<file path="src/rtl/spi_hub_pkg.sv">
package spi_hub_pkg;

  localparam int FRAME_W = 16;
  localparam int BYTE_W  = 8;

  typedef enum logic [1:0] {
    GRP_IN_VAL  = 2'd0,
    GRP_IN_EN   = 2'd1,
    GRP_OUT_EN  = 2'd2,
    GRP_OUT_VAL = 2'd3
  } reg_grp_e;

  // Lowest address of each group serves pins 24..31, highest serves 0..7.
  function automatic logic [1:0] bank_of(input logic [3:0] addr);
    return 2'd3 - addr[1:0];
  endfunction

endpackage

</file>
<file path="src/rtl/spi_hub_frontend.sv">
module spi_hub_frontend #(
  parameter int FRAME_W     = 16,
  parameter int SYNC_STAGES = 2,
  localparam int CNT_W      = $clog2(FRAME_W) + 1
) (
  input  logic               clk,
  input  logic               rst_n,
  input  logic               sclk,
  input  logic               cs_n,
  input  logic               mosi,
  input  logic [FRAME_W-1:0] load_word,
  output logic               miso,
  output logic               frame_done,
  output logic               frame_full,
  output logic [FRAME_W-1:0] rx_word
);

  localparam logic [CNT_W-1:0] CNT_MAX  = '1;
  localparam logic [CNT_W-1:0] CNT_FULL = CNT_W'(FRAME_W);

  logic [SYNC_STAGES-1:0] sclk_sy, cs_sy, mosi_sy;
  logic sclk_s, cs_s, mosi_s, sclk_d, cs_d;
  logic [CNT_W-1:0]   bit_cnt;
  logic [FRAME_W-1:0] rx_q, tx_q;

  always_ff @(posedge clk or negedge rst_n) begin
    if (!rst_n) begin
      sclk_sy <= '0;
      cs_sy   <= '1;
      mosi_sy <= '0;
      sclk_d  <= 1'b0;
      cs_d    <= 1'b1;
    end else begin
      sclk_sy <= {sclk_sy[SYNC_STAGES-2:0], sclk};
      cs_sy   <= {cs_sy[SYNC_STAGES-2:0], cs_n};
      mosi_sy <= {mosi_sy[SYNC_STAGES-2:0], mosi};
      sclk_d  <= sclk_s;
      cs_d    <= cs_s;
    end
  end

  assign sclk_s = sclk_sy[SYNC_STAGES-1];
  assign cs_s   = cs_sy[SYNC_STAGES-1];
  assign mosi_s = mosi_sy[SYNC_STAGES-1];

  logic sclk_rise, sclk_fall, cs_fall, cs_rise;
  assign sclk_rise = sclk_s & ~sclk_d;
  assign sclk_fall = ~sclk_s & sclk_d;
  assign cs_fall   = ~cs_s & cs_d;
  assign cs_rise   = cs_s & ~cs_d;

  always_ff @(posedge clk or negedge rst_n) begin
    if (!rst_n) begin
      bit_cnt <= '0;
      rx_q    <= '0;
      tx_q    <= '0;
    end else if (cs_fall) begin
      bit_cnt <= '0;
      tx_q    <= load_word;
    end else if (cs_rise) begin
      tx_q    <= '0;
    end else if (!cs_s) begin
      if (sclk_rise) begin
        rx_q <= {rx_q[FRAME_W-2:0], mosi_s};
        if (bit_cnt != CNT_MAX) bit_cnt <= bit_cnt + 1'b1;
      end
      if (sclk_fall) tx_q <= {tx_q[FRAME_W-2:0], 1'b0};
    end
  end

  assign miso       = tx_q[FRAME_W-1];
  assign frame_done = cs_rise;
  assign frame_full = (bit_cnt == CNT_FULL);
  assign rx_word    = rx_q;


  miso_idle_low_chk: assert property (@(posedge clk) disable iff (!rst_n)
    (cs_s && cs_d) |-> !miso);


  rx_hold_when_idle_chk: assert property (@(posedge clk) disable iff (!rst_n)
    (cs_s && cs_d) |=> $stable(rx_q));

endmodule

</file>
<file path="src/rtl/spi_hub_pinregs.sv">
module spi_hub_pinregs
  import spi_hub_pkg::*;
#(
  parameter int NPIN = 32,
  localparam int NBANK = NPIN / BYTE_W
) (
  input  logic              clk,
  input  logic              rst_n,
  input  logic              wr_en,
  input  logic [3:0]        wr_addr,
  input  logic [BYTE_W-1:0] wr_data,
  input  logic [3:0]        rd_addr,
  output logic [BYTE_W-1:0] rd_data,
  input  logic [NPIN-1:0]   pin_in,
  output logic [NPIN-1:0]   pin_out,
  output logic [NPIN-1:0]   pin_oe,
  output logic [NPIN-1:0]   pin_is_gpio
);

  logic [BYTE_W-1:0] in_en_q  [NBANK];
  logic [BYTE_W-1:0] out_en_q [NBANK];
  logic [BYTE_W-1:0] out_val_q[NBANK];
  logic [NPIN-1:0]   in_en_v, out_en_v, out_val_v;

  reg_grp_e  wr_grp, rd_grp;
  logic [1:0] wr_bank, rd_bank;
  assign wr_grp  = reg_grp_e'(wr_addr[3:2]);
  assign rd_grp  = reg_grp_e'(rd_addr[3:2]);
  assign wr_bank = bank_of(wr_addr);
  assign rd_bank = bank_of(rd_addr);

  for (genvar b = 0; b < NBANK; b++) begin : g_bank
    always_ff @(posedge clk or negedge rst_n) begin
      if (!rst_n) begin
        in_en_q[b]   <= '0;
        out_en_q[b]  <= '0;
        out_val_q[b] <= '0;
      end else if (wr_en && wr_bank == 2'(b)) begin
        case (wr_grp)
          GRP_IN_EN:   in_en_q[b]   <= wr_data;
          GRP_OUT_EN:  out_en_q[b]  <= wr_data;
          GRP_OUT_VAL: out_val_q[b] <= wr_data;
          default: ;
        endcase
      end
    end
    assign in_en_v  [b*BYTE_W +: BYTE_W] = in_en_q[b];
    assign out_en_v [b*BYTE_W +: BYTE_W] = out_en_q[b];
    assign out_val_v[b*BYTE_W +: BYTE_W] = out_val_q[b];
  end

  always_comb begin
    case (rd_grp)
      GRP_IN_VAL:  rd_data = pin_in[rd_bank*BYTE_W +: BYTE_W];
      GRP_IN_EN:   rd_data = in_en_q[rd_bank];
      GRP_OUT_EN:  rd_data = out_en_q[rd_bank];
      default:     rd_data = out_val_q[rd_bank];
    endcase
  end

  assign pin_oe      = out_en_v;
  assign pin_out     = out_val_v & out_en_v;
  assign pin_is_gpio = in_en_v | out_en_v;


  regs_hold_without_write_chk: assert property (@(posedge clk) disable iff (!rst_n)
    !wr_en |=> ($stable(in_en_v) && $stable(out_en_v) && $stable(out_val_v)));


  input_value_write_ignored_chk: assert property (@(posedge clk) disable iff (!rst_n)
    (wr_en && wr_addr[3:2] == 2'd0) |=>
      ($stable(in_en_v) && $stable(out_en_v) && $stable(out_val_v)));

endmodule

</file>
<file path="src/rtl/spi_hub_cmd.sv">
module spi_hub_cmd
  import spi_hub_pkg::*;
#(
  parameter int NCH   = 32,
  parameter int ADC_W = 12,
  localparam int CH_W = $clog2(NCH),
  localparam int PAD  = FRAME_W - 2 - ADC_W
) (
  input  logic               clk,
  input  logic               rst_n,
  input  logic               frame_done,
  input  logic               frame_full,
  input  logic [FRAME_W-1:0] rx_word,
  input  logic [NCH*ADC_W-1:0] adc_samples,
  input  logic [NCH-1:0]     pin_is_gpio,
  input  logic [BYTE_W-1:0]  rd_data,
  output logic [3:0]         rd_addr,
  output logic               wr_en,
  output logic [3:0]         wr_addr,
  output logic [BYTE_W-1:0]  wr_data,
  output logic [FRAME_W-1:0] tx_word
);

  logic [BYTE_W-1:0] cmd;
  logic              accept, cmd_ok, is_reg, is_rd;
  logic [CH_W-1:0]   ch;
  logic [FRAME_W-1:0] adc_reply, reg_reply, reply_q;
  logic              pend_q;

  assign cmd    = rx_word[FRAME_W-1 -: BYTE_W];
  assign accept = frame_done & frame_full;
  assign cmd_ok = (cmd[7:6] == 2'b00);
  assign is_reg = cmd[5];
  assign is_rd  = ~is_reg | cmd[4];
  assign ch     = cmd[CH_W-1:0];

  assign rd_addr = cmd[3:0];
  assign wr_addr = cmd[3:0];
  assign wr_data = rx_word[BYTE_W-1:0];
  assign wr_en   = accept & ~pend_q & cmd_ok & is_reg & ~cmd[4];

  assign adc_reply = {1'b0, pin_is_gpio[ch], {PAD{1'b0}},
                      adc_samples[int'(ch)*ADC_W +: ADC_W]};
  assign reg_reply = {{(FRAME_W-BYTE_W){1'b0}}, rd_data};

  always_ff @(posedge clk or negedge rst_n) begin
    if (!rst_n) begin
      pend_q  <= 1'b0;
      reply_q <= '0;
    end else if (accept) begin
      if (pend_q) begin
        pend_q <= 1'b0;
      end else if (cmd_ok && is_rd) begin
        pend_q  <= 1'b1;
        reply_q <= is_reg ? reg_reply : adc_reply;
      end
    end
  end

  assign tx_word = pend_q ? reply_q : '0;


  reply_consumed_chk: assert property (@(posedge clk) disable iff (!rst_n)
    (accept && pend_q) |=> !pend_q);


  pend_hold_chk: assert property (@(posedge clk) disable iff (!rst_n)
    !accept |=> ($stable(pend_q) && $stable(reply_q)));

endmodule

</file>
<file path="src/rtl/spi_hub_slave.sv">
module spi_hub_slave
  import spi_hub_pkg::*;
#(
  parameter int NPIN  = 32,
  parameter int ADC_W = 12
) (
  input  logic                  clk,
  input  logic                  rst_n,
  input  logic                  spi_sclk,
  input  logic                  spi_cs_n,
  input  logic                  spi_mosi,
  output logic                  spi_miso,
  input  logic [NPIN-1:0]       pin_in,
  output logic [NPIN-1:0]       pin_out,
  output logic [NPIN-1:0]       pin_oe,
  input  logic [NPIN*ADC_W-1:0] adc_samples
);

  logic               frame_done, frame_full;
  logic [FRAME_W-1:0] rx_word, tx_word;
  logic               wr_en;
  logic [3:0]         wr_addr, rd_addr;
  logic [BYTE_W-1:0]  wr_data, rd_data;
  logic [NPIN-1:0]    pin_is_gpio;

  spi_hub_frontend #(.FRAME_W(FRAME_W), .SYNC_STAGES(2)) u_front (
    .clk(clk), .rst_n(rst_n), .sclk(spi_sclk), .cs_n(spi_cs_n),
    .mosi(spi_mosi), .load_word(tx_word), .miso(spi_miso),
    .frame_done(frame_done), .frame_full(frame_full), .rx_word(rx_word)
  );

  spi_hub_cmd #(.NCH(NPIN), .ADC_W(ADC_W)) u_cmd (
    .clk(clk), .rst_n(rst_n), .frame_done(frame_done),
    .frame_full(frame_full), .rx_word(rx_word), .adc_samples(adc_samples),
    .pin_is_gpio(pin_is_gpio), .rd_data(rd_data), .rd_addr(rd_addr),
    .wr_en(wr_en), .wr_addr(wr_addr), .wr_data(wr_data), .tx_word(tx_word)
  );

  spi_hub_pinregs #(.NPIN(NPIN)) u_regs (
    .clk(clk), .rst_n(rst_n), .wr_en(wr_en), .wr_addr(wr_addr),
    .wr_data(wr_data), .rd_addr(rd_addr), .rd_data(rd_data),
    .pin_in(pin_in), .pin_out(pin_out), .pin_oe(pin_oe),
    .pin_is_gpio(pin_is_gpio)
  );

endmodule

</file>
<file path="config.mk">
export PLATFORM = sky130hd
export DESIGN_NAME = spi_hub_slave
export DESIGN_NICKNAME = d
export VERILOG_FILES = /design/src/rtl/spi_hub_pkg.sv /design/src/rtl/spi_hub_frontend.sv /design/src/rtl/spi_hub_pinregs.sv /design/src/rtl/spi_hub_cmd.sv /design/src/rtl/spi_hub_slave.sv
export SDC_FILE = /design/constraint.sdc
export NUM_CORES = 1
export LEC_CHECK = 0
export BUFFER_PORTS_ARGS = -buffer_cell sky130_fd_sc_hd__buf_2
export CAP_MARGIN = 40
export CORE_UTILIZATION = 25
export CTS_BUF_LIST = sky130_fd_sc_hd__clkbuf_16
export DETAILED_ROUTE_END_ITERATION = 10
export MAX_ROUTING_LAYER = met4
export PLACE_DENSITY_LB_ADDON = 0.2
export SLEW_MARGIN = 20
export SYNTH_ARGS = -nofsm -noshare
export SYNTH_HDL_FRONTEND = slang
export SYNTH_SLANG_ARGS = --single-unit
</file>
<file path="constraint.sdc">
create_clock -name clk -period 2.5 [get_ports clk]
set_input_delay 0.125 -clock clk [delete_from_list [all_inputs] [get_ports clk]]
set_output_delay 0.125 -clock clk [all_outputs]
set_load 0.05 [all_outputs]
</file>
== Word level (Yosys, flattened, before mapping) ==
Cells that the tools add are included.
Word-level totals
  word-level logic and storage cells: 114
  output and inout bits: 65
  flip-flop bits (word level): 158
  input port bits: 421
Operators by class
  $mul: 1
  bitwise operators: 22
  multiplexer cells: 25
  reductions and logical operators: 27
  shifts and indexed selects: 2
  eq/ne operators: 11
  order comparisons: 2
  $add $sub $neg: 2
Operators with widths (number)
  $shiftx 384x32->12: 1
  $mux 16: 5
  $bmux 8 s2: 3
  $mux 8: 6
  $and 32x32->32: 1
  $or 32x32->32: 1
  $shiftx 32x6->8: 1
  $reduce_and 2->1: 13
  $mux 5: 5
  $pmux 8 s3: 1
  $mux 15: 1
  $and 1x1->1: 9
  $not 1->1: 9
  $eq 2x2->1 const B: 4
  $reduce_and 4->1: 2
  $mul 5x2->7 const B: 1
  $logic_not 2->1: 3
  $lt 5x6->1 const B: 1
  $add 5x1->5 const B: 1
  $bmux 1 s5: 1
  $eq 5x5->1 const B: 1
  $logic_and 1x1->1: 5
  $ne 5x5->1 const B: 1
  $eq 2x1->1 const B: 2
  other kinds (10): 14

== Depth between registers and ports, before layout ==
Gate-level depths: netlist (run 1).
  word-level depth: 9
  mapped depth: 9
  gate-level depth less buffers: 7

== Modules after synthesis ==
From an unflattened synthesis (run 1), not the netlist that was laid out.
Second synthesis, totals
  cells, all modules: 922
  area total of the unflattened synthesis: 11533.6 µm²
By module, submodules not included
  spi_hub_pinregs: sequential area each 2402.3 µm², cells each 381, area an instance 5198.7 µm², times used 1
  spi_hub_cmd: sequential area each 350.3 µm², cells each 401, area an instance 4306.6 µm², times used 1
  spi_hub_frontend: sequential area each 1129.8 µm², cells each 140, area an instance 2028.2 µm², times used 1

== Least setup slack after synthesis (run 1) ==
OpenSTA, ideal clock, no wires.
  path kind: flip-flop to flip-flop
  from: register u_front.cs_sy[1]
  to: register u_regs.in_en_q[0] in the netlist's numbering
  buffers on the path: 2
  setup time: 0.125 ns
  arrival: 2.081 ns
  path slack: 0.294 ns
  stages on the path, launching flop included: 8
  data required time: 2.375 ns
  clock period less this slack: 2.206 ns
  cell sequence: dfstp_2 -> buf_2 -> nor4b_4 -> and4_1 -> buf_4 -> nand3_4 -> nor3_4 -> mux2_2
Between the ends
  cells in the longest elaborated chain, start to end: 8
RTL lines
  start: declaration: RTL line spi_hub_frontend.sv:21  | logic [SYNC_STAGES-1:0] sclk_sy, cs_sy, mosi_sy;
  start signal: assignment: RTL line spi_hub_frontend.sv:35  | cs_sy <= {cs_sy[SYNC_STAGES-2:0], cs_n};
  $and 1x1->1: RTL line spi_hub_frontend.sv:50  | assign cs_rise = cs_s & ~cs_d;
  $and 1x1->1: RTL line spi_hub_cmd.sv:31  | assign accept = frame_done & frame_full;
  $and 1x1->1 (4 in a row): RTL line spi_hub_cmd.sv:40  | assign wr_en = accept & ~pend_q & cmd_ok & is_reg & ~cmd[4];
  $logic_and 1x1->1: RTL line spi_hub_pinregs.sv:38  | end else if (wr_en && wr_bank == 2'(b)) begin
  $reduce_and 2->1 (no source line)
  end signal: indexed assignment: RTL line spi_hub_pinregs.sv:40  | GRP_IN_EN: in_en_q[b] <= wr_data;
  end: declaration: RTL line spi_hub_pinregs.sv:20  | logic [BYTE_W-1:0] in_en_q [NBANK];
No other way between the ends.
A chain may end at the register's enable or synchronous reset.

== Worst setup path after layout (run 1) ==
  from: register u_front.rx_q[9], in the netlist u_front.rx_word[9]
  to: register u_cmd.reply_q[14]
Between the ends
  cells in the longest elaborated chain, start to end: 3
RTL lines
  start: declaration: RTL line spi_hub_frontend.sv:24  | logic [FRAME_W-1:0] rx_q, tx_q;
  start signal: assignment: RTL line spi_hub_frontend.sv:64  | rx_q <= {rx_q[FRAME_W-2:0], mosi_s};
  $bmux 1 s5: RTL line spi_hub_cmd.sv:42  | assign adc_reply = {1'b0, pin_is_gpio[ch], {PAD{1'b0}},
  $mux 1 (not written as such): RTL line spi_hub_cmd.sv:42
  $mux 15: RTL line spi_hub_cmd.sv:55  | reply_q <= is_reg ? reg_reply : adc_reply;
  end signal: assignment: RTL line spi_hub_cmd.sv:55
  end: declaration: RTL line spi_hub_cmd.sv:27  | logic [FRAME_W-1:0] adc_reply, reg_reply, reply_q;
No other way between the ends. The select of a mux whose other input is x is not followed.

==> out/qor.yml, run 1 <==
grt_pass1_wl_mm: 70.0
drtIter0Drc: 677
avgSynthCellArea_um2: 13.0
port_buffers: 485
antenna_found_initial: 7
synth.largest_area_cell: "dfrtp_1"
async_flop_share_pct: 100
layout.nets: 1768
post-route-drc-count: 0
finalCriticalPeriod_ns: 2.42
clk_pin_slew_ns: 0.08
io_pins: 486
yosysSeqAreaShare_pct: 35.8
drt_first_pass_iters: 5
synth-main-ff-cell: "dfrtp_1"
place_inst: 1890
p_switching_w: 0.00172
synth_cell_types: 64
worst_setup_path_end_kind: "register"
fin_area_mm2: 0.0150
num_rows: 75
vias: 9860
synth.most_common_cell: "dfrtp_1"
swShare_pct: 28.4
start_util_pct: 25.6
crit_start: "u_front.rx_word[9]"
place_congestion: 0.843
ir_drop_mv: 0.429
fin_skew_ns: 0.0236
numCtsBuffers: 17
htree_levels: 4
tightest_slew_ns: 0.681
fillCellCount: 4346
grt_max_degree: 70
track_usage_pct: 22.4
startpoint_type: "register"
hold_slack_ns: 0.244
power.density_mw_per_mm2: 403
crit_type: "register to register"
internal_power_w: 0.00433
leakagePower_nw: 6.75
yosys_warnings: 0
fmax_ghz: 0.413
max_stage_delay_ns: 0.58
setup_violations: 0
cp_top_family: "simple AND/OR/NAND/NOR gates"
relSlewSlack_pct: 54.6
synth_fp_nets: 1259
coreArea_mm2: 0.0424
die_y_um: 210
dpl.hpwl_mm: 40.1
clock_path_buffers: 2
fin_crit_sh_pct: 97.0
dpl_cell_area_mm2: 0.0143
cp_cell_sequence: "buf_4 > nor3_1 > a21oi_1 > a311o_1 > or4_1 > a32o_1"
outcome: "finished clean"
syn2layout_area_growth_pct: 38.5
rsz0062_at_grt: "no"
crit_buf_inv: 1
grt_remaining_overflow: 0
synth_top_area_share_pct: 35.1
cp_data_required_time_ns: 2.82
min_path_type: "input port to async pin"
yosys-top-cells-count: "dfrtp_1 (152), mux4_2 (114), mux2_2 (110)"
cp.arrival_ns: 2.75
ant_nets: 0
routed_wl_mm: 49.5
fp.dieW_um: 210
cts_root_buffer: "clkbuf_16"
utilization_pct: 35.4
syn-cell-area_mm2: 0.0108
die_area_mm2: 0.0442
final_cells: 1938
viasPerCell: 5.09
p_clk_share_pct: 42.9
cts.sinks: 155
slowest_stage: "dfrtp_4"
critPathMaxFanout: 13
combinationalPowerShare_pct: 12.8
insertion_delay_ns: 0.44
first_global_vias: 10100
hold_viol: 0
synth_edf_count: 0
drive_gt1_share_pct: 62.6
synthCells: 835
ys_ff_latch: 155
finalMaxSlewViolations: 0
routedWlPerCell_um: 25.5
synth_area_leaders: "dfrtp_1 (35%), mux4_2 (24%), mux2_2 (11%)"
reg2reg_from: "u_front.rx_word[9]"
cts_tree: "done"
p_seq_share_pct: 44.3
drv_cap: 0
## repair_timing
action / in CTS / in global routing
setup buffers: 0 / 7
endpoints found under the setup margin: 2 / 5
gates resized for setup: 2 / 2
hold buffers: 4 / 0
hold endpoints to repair: 67 / 0
gates cloned: 0 / 1
## kinds of logic after synthesis
group	after synthesis	synth area share, %
flip-flops	155	35.8
buffers and inverters	78	3.54
multiplexers	299	42.3
adder cells (fa/ha/maj)	3	0.346
XOR/XNOR	3	0.242
AND/OR/NAND/NOR	169	9.46
AO/OA/AOI/OAI	128	8.33
## cells in the final DEF, fill, tap and decap left out, drive strengths merged, types with 5 or more instances in the layout
cell type	netlist	routed
a21o	8	8
dfrtp	152	152
nor2	46	46
and2	34	34
o22ai	12	12
nand2	30	30
a21oi	7	7
nand4	5	5
clkinv	0	6
o21ai	34	34
a22oi	12	12
mux4	116	116
mux2i	73	73
a211oi	7	7
inv	6	13
buf	51	557
o221ai	20	20
a32o	6	6
clkbuf	21	18
mux2	110	110
a211o	7	7
nand3	15	15
nor3	11	11
## flip-flops by register name (all words and copies together) (netlist names)
signal,cells
u_front.sclk_sy,2
u_front.bit_cnt,5
u_regs.pin_oe,32
u_front.sclk_d,1
u_cmd.pend_q,1
u_front.rx_word,16
u_regs.out_val_q,32
u_front.cs_d,1
u_cmd.reply_q,13
u_front.cs_sy,2
u_front.mosi_sy,2
u_front.tx_q,16
u_regs.in_en_q,32
## per-stage QoR
stage	setup WS, ns	TNS [ns]	total power [W]
2_1_floorplan	0.294	0	0.00295
3_3_place_gp	-0.0734	-0.0903	0.00350
3_5_place_dp	-0.0838	-0.0838	0.00350
4_1_cts	0.0233	0	0.00613
5_1_grt	0.00287	0	0.00630
6_report	0.0762	0	0.00605
## power groups by stage
stage | combinational, W | clock [W] | sequential, W
CTS | 0.000783 | 0.00266 | 0.00268
global placement | 0.000767 | 0 | 0.00273
detailed placement | 0.000773 | 0 | 0.00273
floorplan | 0.000314 | 0 | 0.00263
global route | 0.000834 | 0.00277 | 0.00270
finish | 0.000777 | 0.00260 | 0.00268
## final timing paths
kind | slack (ns) | cells past startpoint | endpoint
max | 0.08 | 6 | u_cmd.reply_q[14]
min | 0.24 | 2 | u_regs.out_val_q[15]
max reg2reg | 0.08 | 6 | u_cmd.reply_q[14]
min reg2reg | 0.35 | 0 | u_front.mosi_sy[1]
max in group asynchronous | 1.44 | 3 | u_front.rx_word[9]
min in group clk | 0.32 | 6 | u_cmd.reply_q[10]
## per-layer routing
metal	share of wire [%]	vias up	GRT usage, %
li1	-	4349	-
met1	44	5057	29.7
met2	48	407	35.3
met3	5.6	47	3.92
met4	2.4	0	6.12
met5	0	-	-
## area by class of cell
cell class / instances / area, um2 / area share, %
well taps: 577 / 722 / 4.80
multi-input cells: 602 / 6600 / 43.9
repair buffers: 562 / 3180 / 21.2
clock buffers: 17 / 425 / 2.83
flip-flops and latches: 155 / 3890 / 25.9
diodes: 4 / 10.0 / 0.0666
inverters: 6 / 22.5 / 0.150
clock inverters: 15 / 171 / 1.14
No activity file was read; power rests on OpenSTA's default activity.
==> inputs of run 2 (changes only) <==
- CORE_ASPECT_RATIO: unset -> 0.7
- SLEW_MARGIN: 20 -> 10
==> run 2 against run 1 <==
Clock power fell by 5%. Hold slack improved by 0.065 ns. Via count rose by 1.1%. Largest power group unchanged.
==> out/qor.yml, run 2 (synthesis results as in run 1) <==
dpl_cell_area_mm2: 0.0145  # +1.4%
io_pins: 486  # unchanged
min_path_type: "input port to register"
rsz0062_at_grt: "no"
layout.nets: 1774  # +0.34%
routedWlPerCell_um: 26.4  # +3.6%
finalCriticalPeriod_ns: 2.44  # +0.0187 ns
crit_type: "register to register"
viasPerCell: 5.20  # +2.2%
relSlewSlack_pct: 55.7  # +1.2 points
post_cts.repair.setup_buffers: 0  # unchanged
ff_latch_area_mm2: 0.00389  # unchanged
multi_input_area_mm2: 0.00660  # about the same
hold_depth: 6
antenna_found_initial: 9  # +2
cp_cell_sequence: "buf_12 > buf_12 > or3_1 > o311a_1 > o31ai_1 > o211ai_1 > a32o_1"
fmax_ghz: 0.409  # -0.77%
reg2regPathDepth: 7  # +1
most-common-layout-cells: "buf_2 (484), dfrtp_1 (149), mux4_2 (114), mux2_2 (110), mux2i_1 (72)"
fin_area_mm2: 0.0151  # +0.39%
startpoint_type: "register"
drt_first_pass_iters: 5  # unchanged
port_buffers: 485  # unchanged
reg2reg_from: "u_front.rx_word[8]"
clk_pin_slew_ns: 0.06  # -0.02 ns
critPathMaxFanout: 13  # unchanged
layout_commonest_cell: "buf_2"
fin_crit_sh_pct: 97.7  # +0.75 points
crit_start: "u_front.rx_word[8]"
timing.rr.end: "u_cmd.reply_q[14]"
die_y_um: 176  # -16%
post-route-drc-count: 0  # unchanged
setup_tns_ns: 0  # unchanged
hold_viol: 0  # unchanged
start_util_pct: 25.5  # -0.090 points
place_inst: 1879  # -0.58%
tightest_slew_ns: 0.664  # -0.0175 ns
final_cells: 1917  # -1.1%
place_congestion: 0.899  # +6.6%
cpMostUsedCell: "buf_12"
finalMaxSlewViolations: 0  # unchanged
cp.arrival_ns: 2.77  # +0.02 ns
dpl.hpwl_mm: 41.0  # +2.3%
worst_setup_path_end_kind: "register"
cts_tree: "done"
numCtsBuffers: 17  # unchanged
drtIter0Drc: 775  # +14%
track_usage_pct: 23.0  # +0.52 points
insertion_delay_ns: 0.44  # about the same
cts_root_buffer: "clkbuf_16"
grt_pass1_wl_mm: 70.8  # +1.0%
ant_nets: 0  # unchanged
drv_cap: 0  # unchanged
hold_slack_ns: 0.310  # +0.0654 ns
fillCellCount: 4347  # +0.023%
ir_drop_mv: 0.382  # -11%
outcome: "finished clean"
htree_levels: 4  # unchanged
routed_wl_mm: 50.7  # +2.4%
cts.sinks: 155  # unchanged
grt_remaining_overflow: 0  # unchanged
fin_skew_ns: 0.0113  # -0.0123 ns
drive_gt1_share_pct: 62.4  # -0.21 points
first_global_vias: 9829  # -2.9%
syn2layout_area_growth_pct: 39.0
total_power_w: 0.00596  # -1.4%
vias: 9970  # +1.1%
leakagePower_nw: 6.79  # +0.50%
num_rows: 63  # -16%
die_area_mm2: 0.0442  # about the same
min_to: "u_cmd.reply_q[5]"
r2r_setup_slack_ns: 0.06  # -0.02 ns
max_stage_delay_ns: 0.56  # -0.02 ns
power.density_mw_per_mm2: 395  # -1.8%
min_from: "adc_samples[173]"
clock_path_buffers: 2  # unchanged
setup_violations: 0  # unchanged
grt_max_degree: 62  # -11%
slowest_stage: "dfrtp_4"
coreArea_mm2: 0.0426  # +0.35%
fp.dieW_um: 251  # +19%
cp_data_required_time_ns: 2.83  # about the same
[run 2: cell types whose count changed in the layout (fill, tap and decap cells not counted), sizes merged]
| cell | previous run | this run |
|---|---|---|
| buf | 557 | 564 |
| bufinv | 0 | 2 |
| clkbuf | 18 | 17 |
| clkinv | 6 | 7 |
| clkinvlp | 2 | 1 |
| diode | 4 | 5 |
| inv | 13 | 8 |
[run 2: worst max path at each step]
stage	to	slack (ns)
floorplan	u_regs.in_en_q[0]	0.29
global placement	u_cmd.reply_q[4]	-0.05
detailed placement	u_cmd.reply_q[4]	-0.06
CTS	u_cmd.reply_q[11]	0.03
global route	u_cmd.reply_q[1]	0.003
finish	u_cmd.reply_q[14]	0.06
[run 2: stage by stage]
stage          setup WS [ns]  utilization (%)
2_1_floorplan          0.294                -
5_1_grt              0.00265             35.4
6_report              0.0575             35.4
4_1_cts               0.0274             35.4
3_3_place_gp         -0.0533             34.0
3_5_place_dp         -0.0622             34.0
[run 2: layout make-up]
class                           count  area share (%)
Multi-Input combinational cell    602            43.8
Sequential cell                   155            25.8
Clock inverter                     12           0.738
Clock buffer                       17            2.82
Timing Repair Buffer              568            22.1
Antenna cell                        5          0.0829
Inverter                            6           0.149
Tap cell                          552            4.58
[run 2: repair_timing]
item,in CTS,in global routing
setup endpoints to repair,1,4
resized for setup,1,3
hold endpoints to repair,61,0
pin swaps,0,1
hold buffers,4,0
[run 2: layer usage]
layer  vias up  GRT usage, %  share of wire [%]
li1       4350             -                  -
met1      5149          34.1                 48
met2       431          31.6                 43
met3        40          5.99                7.5
met4         0          3.20               0.96
met5         -             -                  0
[run 2: worst max-delay path: cells and delay by family, from the launching register on]
| family | cells | cell delay (ns) |
|---|---|---|
| buf+inv | 2 | 0.35 |
| flops | 1 | 0.56 |
| simple gates | 1 | 0.35 |
| compound gates | 4 | 1.07 |
[run 2: report_power, final]
part           switching, W  internal [W]  leakage [nW]
clock network       0.00105       0.00143         0.271
logic              0.000341      0.000447          4.42
registers          0.000145       0.00255          2.09
